$ cat config.mk
export PLATFORM = sky130hd
export DESIGN_NAME = tick_wrap_timer
export DESIGN_NICKNAME = d
export VERILOG_FILES = /design/src/rtl/wc_pkg.sv /design/src/rtl/wc_prescaler.sv /design/src/rtl/wc_counter.sv /design/src/rtl/wc_control.sv /design/src/rtl/tick_wrap_timer.sv
export SDC_FILE = /design/constraint.sdc
export NUM_CORES = 1
export LEC_CHECK = 0
export BUFFER_PORTS_ARGS = -buffer_cell sky130_fd_sc_hd__buf_2
export CAP_MARGIN = 20
export CORE_MARGIN = 4
export CORE_UTILIZATION = 50
export DETAILED_ROUTE_END_ITERATION = 12
export GPL_TIMING_DRIVEN = 1
export PLACE_DENSITY = 0.84
export SLEW_MARGIN = 20
export SYNTH_ARGS = -nofsm -noshare
export SYNTH_HDL_FRONTEND = slang
export SYNTH_SLANG_ARGS = --single-unit
$ cat constraint.sdc
create_clock -name clk -period 2.1 [get_ports clk]
set_input_delay 0.42 -clock clk [delete_from_list [all_inputs] [get_ports clk]]
set_output_delay 0.42 -clock clk [all_outputs]
set_load 0.05 [all_outputs]
$ cat src/rtl/wc_pkg.sv
package wc_pkg;
  localparam int CMD_W   = 3;
  localparam int BIT_HLT = 0;
  localparam int BIT_GO  = 1;
  localparam int BIT_CLR = 2;

  typedef struct packed {
    logic clr;
    logic go;
    logic hlt;
  } cmd_t;
endpackage

$ cat src/rtl/wc_prescaler.sv
module wc_prescaler #(
  parameter int DIV = 1000
) (
  input  logic clk,
  input  logic rst,
  input  logic run,
  input  logic restart,
  output logic tick
);
  localparam int PW = (DIV > 1) ? $clog2(DIV) : 1;

  generate
    if (DIV <= 1) begin : g_bypass
      assign tick = run;
    end else begin : g_div
      logic [PW-1:0] ph_q;
      logic          at_end;
      assign at_end = (ph_q == PW'(DIV - 1));
      assign tick   = run & at_end;
      always_ff @(posedge clk) begin
        if (rst || !run || restart) begin
          ph_q <= '0;
        end else if (at_end) begin
          ph_q <= '0;
        end else begin
          ph_q <= ph_q + 1'b1;
        end
      end
    end
  endgenerate
endmodule

$ cat src/rtl/wc_counter.sv
module wc_counter #(
  parameter int W = 16
) (
  input  logic         clk,
  input  logic         rst,
  input  logic         ld,
  input  logic [W-1:0] ld_val,
  input  logic         tick,
  output logic [W-1:0] cnt,
  output logic         wrap
);
  logic [W-1:0] cnt_q;

  // a tick that collides with a load is discarded
  assign wrap = tick & ~ld & (&cnt_q);
  assign cnt  = cnt_q;

  always_ff @(posedge clk) begin
    if (rst) begin
      cnt_q <= '0;
    end else if (ld) begin
      cnt_q <= ld_val;
    end else if (tick) begin
      cnt_q <= cnt_q + 1'b1;
    end
  end
endmodule

$ cat src/rtl/wc_control.sv
module wc_control
  import wc_pkg::*;
(
  input  logic clk,
  input  logic rst,
  input  logic cmd_valid,
  input  cmd_t cmd,
  input  logic wrap,
  input  logic query,
  output logic run,
  output logic restart,
  output logic ovf,
  output logic skip
);
  logic run_q, ovf_q, skip_q;
  logic halt_now, go_now, clr_now;

  assign halt_now = cmd_valid & cmd.hlt;
  assign go_now   = cmd_valid & cmd.go;
  assign clr_now  = cmd_valid & cmd.clr;
  // halt is applied before go, so go only restarts if stopped or just halted
  assign restart  = go_now & (~run_q | halt_now);

  always_ff @(posedge clk) begin
    if (rst) begin
      run_q  <= 1'b0;
      ovf_q  <= 1'b0;
      skip_q <= 1'b0;
    end else begin
      if (restart)       run_q <= 1'b1;
      else if (halt_now) run_q <= 1'b0;

      if (wrap)         ovf_q <= 1'b1;
      else if (clr_now) ovf_q <= 1'b0;

      skip_q <= query & ovf_q;
    end
  end

  assign run  = run_q;
  assign ovf  = ovf_q;
  assign skip = skip_q;
endmodule

$ cat src/rtl/tick_wrap_timer.sv
module tick_wrap_timer
  import wc_pkg::*;
#(
  parameter int CLK_HZ  = 1000000,
  parameter int TICK_HZ = 1000,
  parameter int CNT_W   = 16
) (
  input  logic             clk,
  input  logic             rst,
  input  logic             cmd_valid,
  input  logic [CMD_W-1:0] cmd_bits,
  input  logic             load_en,
  input  logic [CNT_W-1:0] load_val,
  input  logic             skip_query,
  output logic [CNT_W-1:0] count_o,
  output logic             ovf_o,
  output logic             running_o,
  output logic             skip_o
);
  localparam int DIV = (CLK_HZ / TICK_HZ < 1) ? 1 : CLK_HZ / TICK_HZ;

  logic tick_w, wrap_w, restart_w, run_w;
  cmd_t cmd_w;

  assign cmd_w = cmd_t'(cmd_bits);

  wc_control u_ctl (
    .clk       (clk),
    .rst       (rst),
    .cmd_valid (cmd_valid),
    .cmd       (cmd_w),
    .wrap      (wrap_w),
    .query     (skip_query),
    .run       (run_w),
    .restart   (restart_w),
    .ovf       (ovf_o),
    .skip      (skip_o)
  );

  wc_prescaler #(.DIV(DIV)) u_pre (
    .clk     (clk),
    .rst     (rst),
    .run     (run_w),
    .restart (restart_w),
    .tick    (tick_w)
  );

  wc_counter #(.W(CNT_W)) u_cnt (
    .clk    (clk),
    .rst    (rst),
    .ld     (load_en),
    .ld_val (load_val),
    .tick   (tick_w),
    .cnt    (count_o),
    .wrap   (wrap_w)
  );

  assign running_o = run_w;
endmodule

==> impl_metrics.py <==
metrics = {
    "synthesis": {
        "synth_compound_area_frac": 0.153,
        "netlist_area_um2": 1570,
        "synthCells": 186,
        "synth_edf_count": 0,
        "synthFlopType": "dfxtp_1",
        "ys_seq_area_frac": 0.369,
        "synthMuxAreaShare": 0.00636,
        "syn_nets": 212,
        "synth_xor_area_frac": 0.0612,
        "synthTopCellsByArea": "dfxtp_1 (37%), nand4_1 (6.0%), nor2_1 (5.2%)",
        "synthArstFlopShare": 0,
        "synth_top_family_by_area": "simple AND/OR/NAND/NOR gates",
        "ys_warn_count": 0,
        "ys_types": 41,
        "synthAdderAreaFrac": 0.0159,
        "yosysTopAreaCellShare": 0.369,
        "yosys.area_share.simple": 0.363,
        "synth_top_cell_by_area": "dfxtp_1",
        "ys_ff_latch": 29,
        "syn_avg_cell_area_um2": 8.46,
    },
    "worst_hold_path": {
        "hold_path_end": "u_ctl.skip",
        "min_from": "skip_query",
        "hold_class": "in2reg",
        "min_delay_path_depth": 2,
    },
    "sta": {
        "setup_slack_ps": 179,
        "setup_tns_ps": 0,
        "fin_crit_ps": 1920,
        "fin_skew_ps": 12.8,
        "setup_viol": 0,
        "slew_viol_final": 0,
        "period_share": 0.915,
        "fmax_mhz": 520,
        "finalHoldViolCount": 0,
        "hold_slack_ps": 309,
        "worst_pin_slew_ps": 490,
        "relSlewSlack": 0.671,
        "rsz0062_at_grt": "no",
    },
    "place": {
        "dp_cells": 272,
        "hpwl_mm": 2.72,
        "finalWeightedCongestion": 0.811,
        "dpl-instance-area_um2": 1870,
        "dp_slack_ps": 125,
        "io_buffers": 42,
    },
    "die": {
        "num_io_pins": 43,
        "start_util": 0.520,
        "die_x_um": 64.1,
        "core_um2": 3030,
        "design.die.area_um2": 4110,
        "dieHeight_um": 64.1,
        "rows": 20,
    },
    "layout": {
        "final_cell_mix": "buf_2 (42), dfxtp_1 (28), nor2_1 (22)",
        "final_common_cell": "buf_2",
        "layout-drive-gt1-share": 0.263,
        "n_fill_cell": 260,
        "final_cells": 280,
        "area_growth_pct": 25.0,
        "diodes": 0,
        "final_cell_area_um2": 1970,
        "fin_nets": 261,
    },
    "clocking": {
        "clk_latency_ps": 340,
        "h-tree-depth": 2,
        "tritoncts": "yes",
        "clk_pin_slew_worst_paths_ps": 100,
        "cts_sinks": 29,
        "cts_root_buffer": "clkbuf_4",
        "cts-hold-fix-buffers": 0,
        "max-clock-path-buffers": 2,
        "cts_buffers": 5,
    },
    "route": {
        "drt-pass1-iter-count": 4,
        "drtAntennaViolNets": 0,
        "avgViaCountPerCell": 5.82,
        "drt-initial-drc-count": 108,
        "wirelength_mm": 3.80,
        "met3_wirelength_um": 312,
        "wl_per_cell_um": 13.6,
        "drt-met1-wl_mm": 1.66,
        "met2WireLength_mm": 1.77,
        "vias": 1630,
        "drc_errors": 0,
        "highest_layer": "met4",
    },
    "worst_setup_path": {
        "r2r-start": "u_pre.g_div.ph_q[1]",
        "worstReg2RegEnd": "u_cnt.cnt[11]",
        "end_kind": "flop",
        "crit_arrival_ps": 2160,
        "cp-start-kind": "flop",
        "crit_type": "reg2reg",
        "worst-path-max-fanout": 4,
        "worst_ep_required_time_ps": 2330,
        "reg2reg_depth": 5,
        "regToRegSetupSlack_ps": 180,
    },
    "grt": {
        "overflow": 0,
        "grt_pass1_wl_mm": 6.44,
        "first_global_vias": 1463,
        "antenna_found_initial": 0,
        "grt_max_degree": 23,
        "grt.total_usage": 0.196,
    },
    "run": {
        "maxCapViolations": 0,
    },
    "outcome": {
        "status": "finished, final reports clean",
    },
    "power_and_ir_drop": {
        "power_leakage_nw": 0.806,
        "peakVddDrop_v": 0.000394,
        "power_density_nw_per_um2": 656,
    },
}
## cell type report
cell class,instances,area [µm²],area share
clock inverters,1,30.0,0.0153
flip-flops and latches,29,582,0.296
repair buffers,50,270,0.137
multi-input cells,144,957,0.486
well taps,44,55.1,0.0280
inverters,5,18.8,0.00954
clock buffers,7,55.1,0.0280
## cell usage after synthesis (3+ instances only)
library cell   n
nand4_1       15
nor2b_1        5
nand3_1       12
xor2_1         5
nor4_1         7
o2111a_1       4
dfxtp_1       29
a211oi_1       3
o21ai_0        3
nor3_1         4
and4_1         3
xnor2_1        6
nand2_1       12
clkbuf_1       7
nor2_1        22
a311o_1        4
nand2b_1       4
inv_1          5
and3_1         8
## registers in the layout (all words and copies together), names as in the netlist
register / count
u_ctl.ovf: 1
u_pre.g_div.ph_q: 10
u_ctl.run: 1
u_cnt.cnt: 16
u_ctl.skip: 1
## through the flow
stage	power, W	util
after detailed placement	0.000822	0.617
after floorplan	0.000758	-
after global placement	0.000821	0.617
after global routing	0.00134	0.650
after CTS	0.00130	0.645
final	0.00129	0.650
## worst max path at each step
stage,start,end,slack [ps],cells past startpoint
final,u_pre.g_div.ph_q[1],u_cnt.cnt[11],180,5
after global routing,u_pre.g_div.ph_q[1],u_cnt.cnt[11],30,5
after CTS,u_pre.g_div.ph_q[0],u_cnt.cnt[11],110,5
after detailed placement,u_pre.g_div.ph_q[0],u_cnt.cnt[11],120,5
after global placement,u_pre.g_div.ph_q[0],u_cnt.cnt[11],170,5
after floorplan,u_cnt.cnt[3],u_cnt.cnt[15],50,5
## cell families after synthesis
family	Yosys count
flip-flops	29
multiplexers	1
AO/OA/AOI/OAI	29
adder cells (fa/ha/maj)	2
AND/OR/NAND/NOR	101
buffers and inverters	13
XOR/XNOR	11
## what timing repair did
item                                    4_1_cts  5_1_grt
setup buffers                                 0        0
gates resized for setup                       0        3
endpoints found under the setup margin        0        2
## critical path, cell delays in order (launching register included)
cell,delay (ps)
dfxtp_1,430
ha_4,190
nand4b_4,100
or3_1,390
or3_1,380
a2111oi_1,330
## power by group
part,leakage [nW],switching (W),internal (W)
sequential,0.238,0.0000323,0.000574
combinational,0.522,0.000139,0.0000673
clock,0.0455,0.000195,0.000284
## metal layers
| metal | vias to the layer above | GRT usage |
|---|---|---|
| met5 | - | 0 |
| met4 | 0 | 0.0580 |
| met3 | 5 | 0.0668 |
| met2 | 67 | 0.314 |
| met1 | 747 | 0.248 |
| li1 | 811 | - |
(Power assumes the default switching activity.)
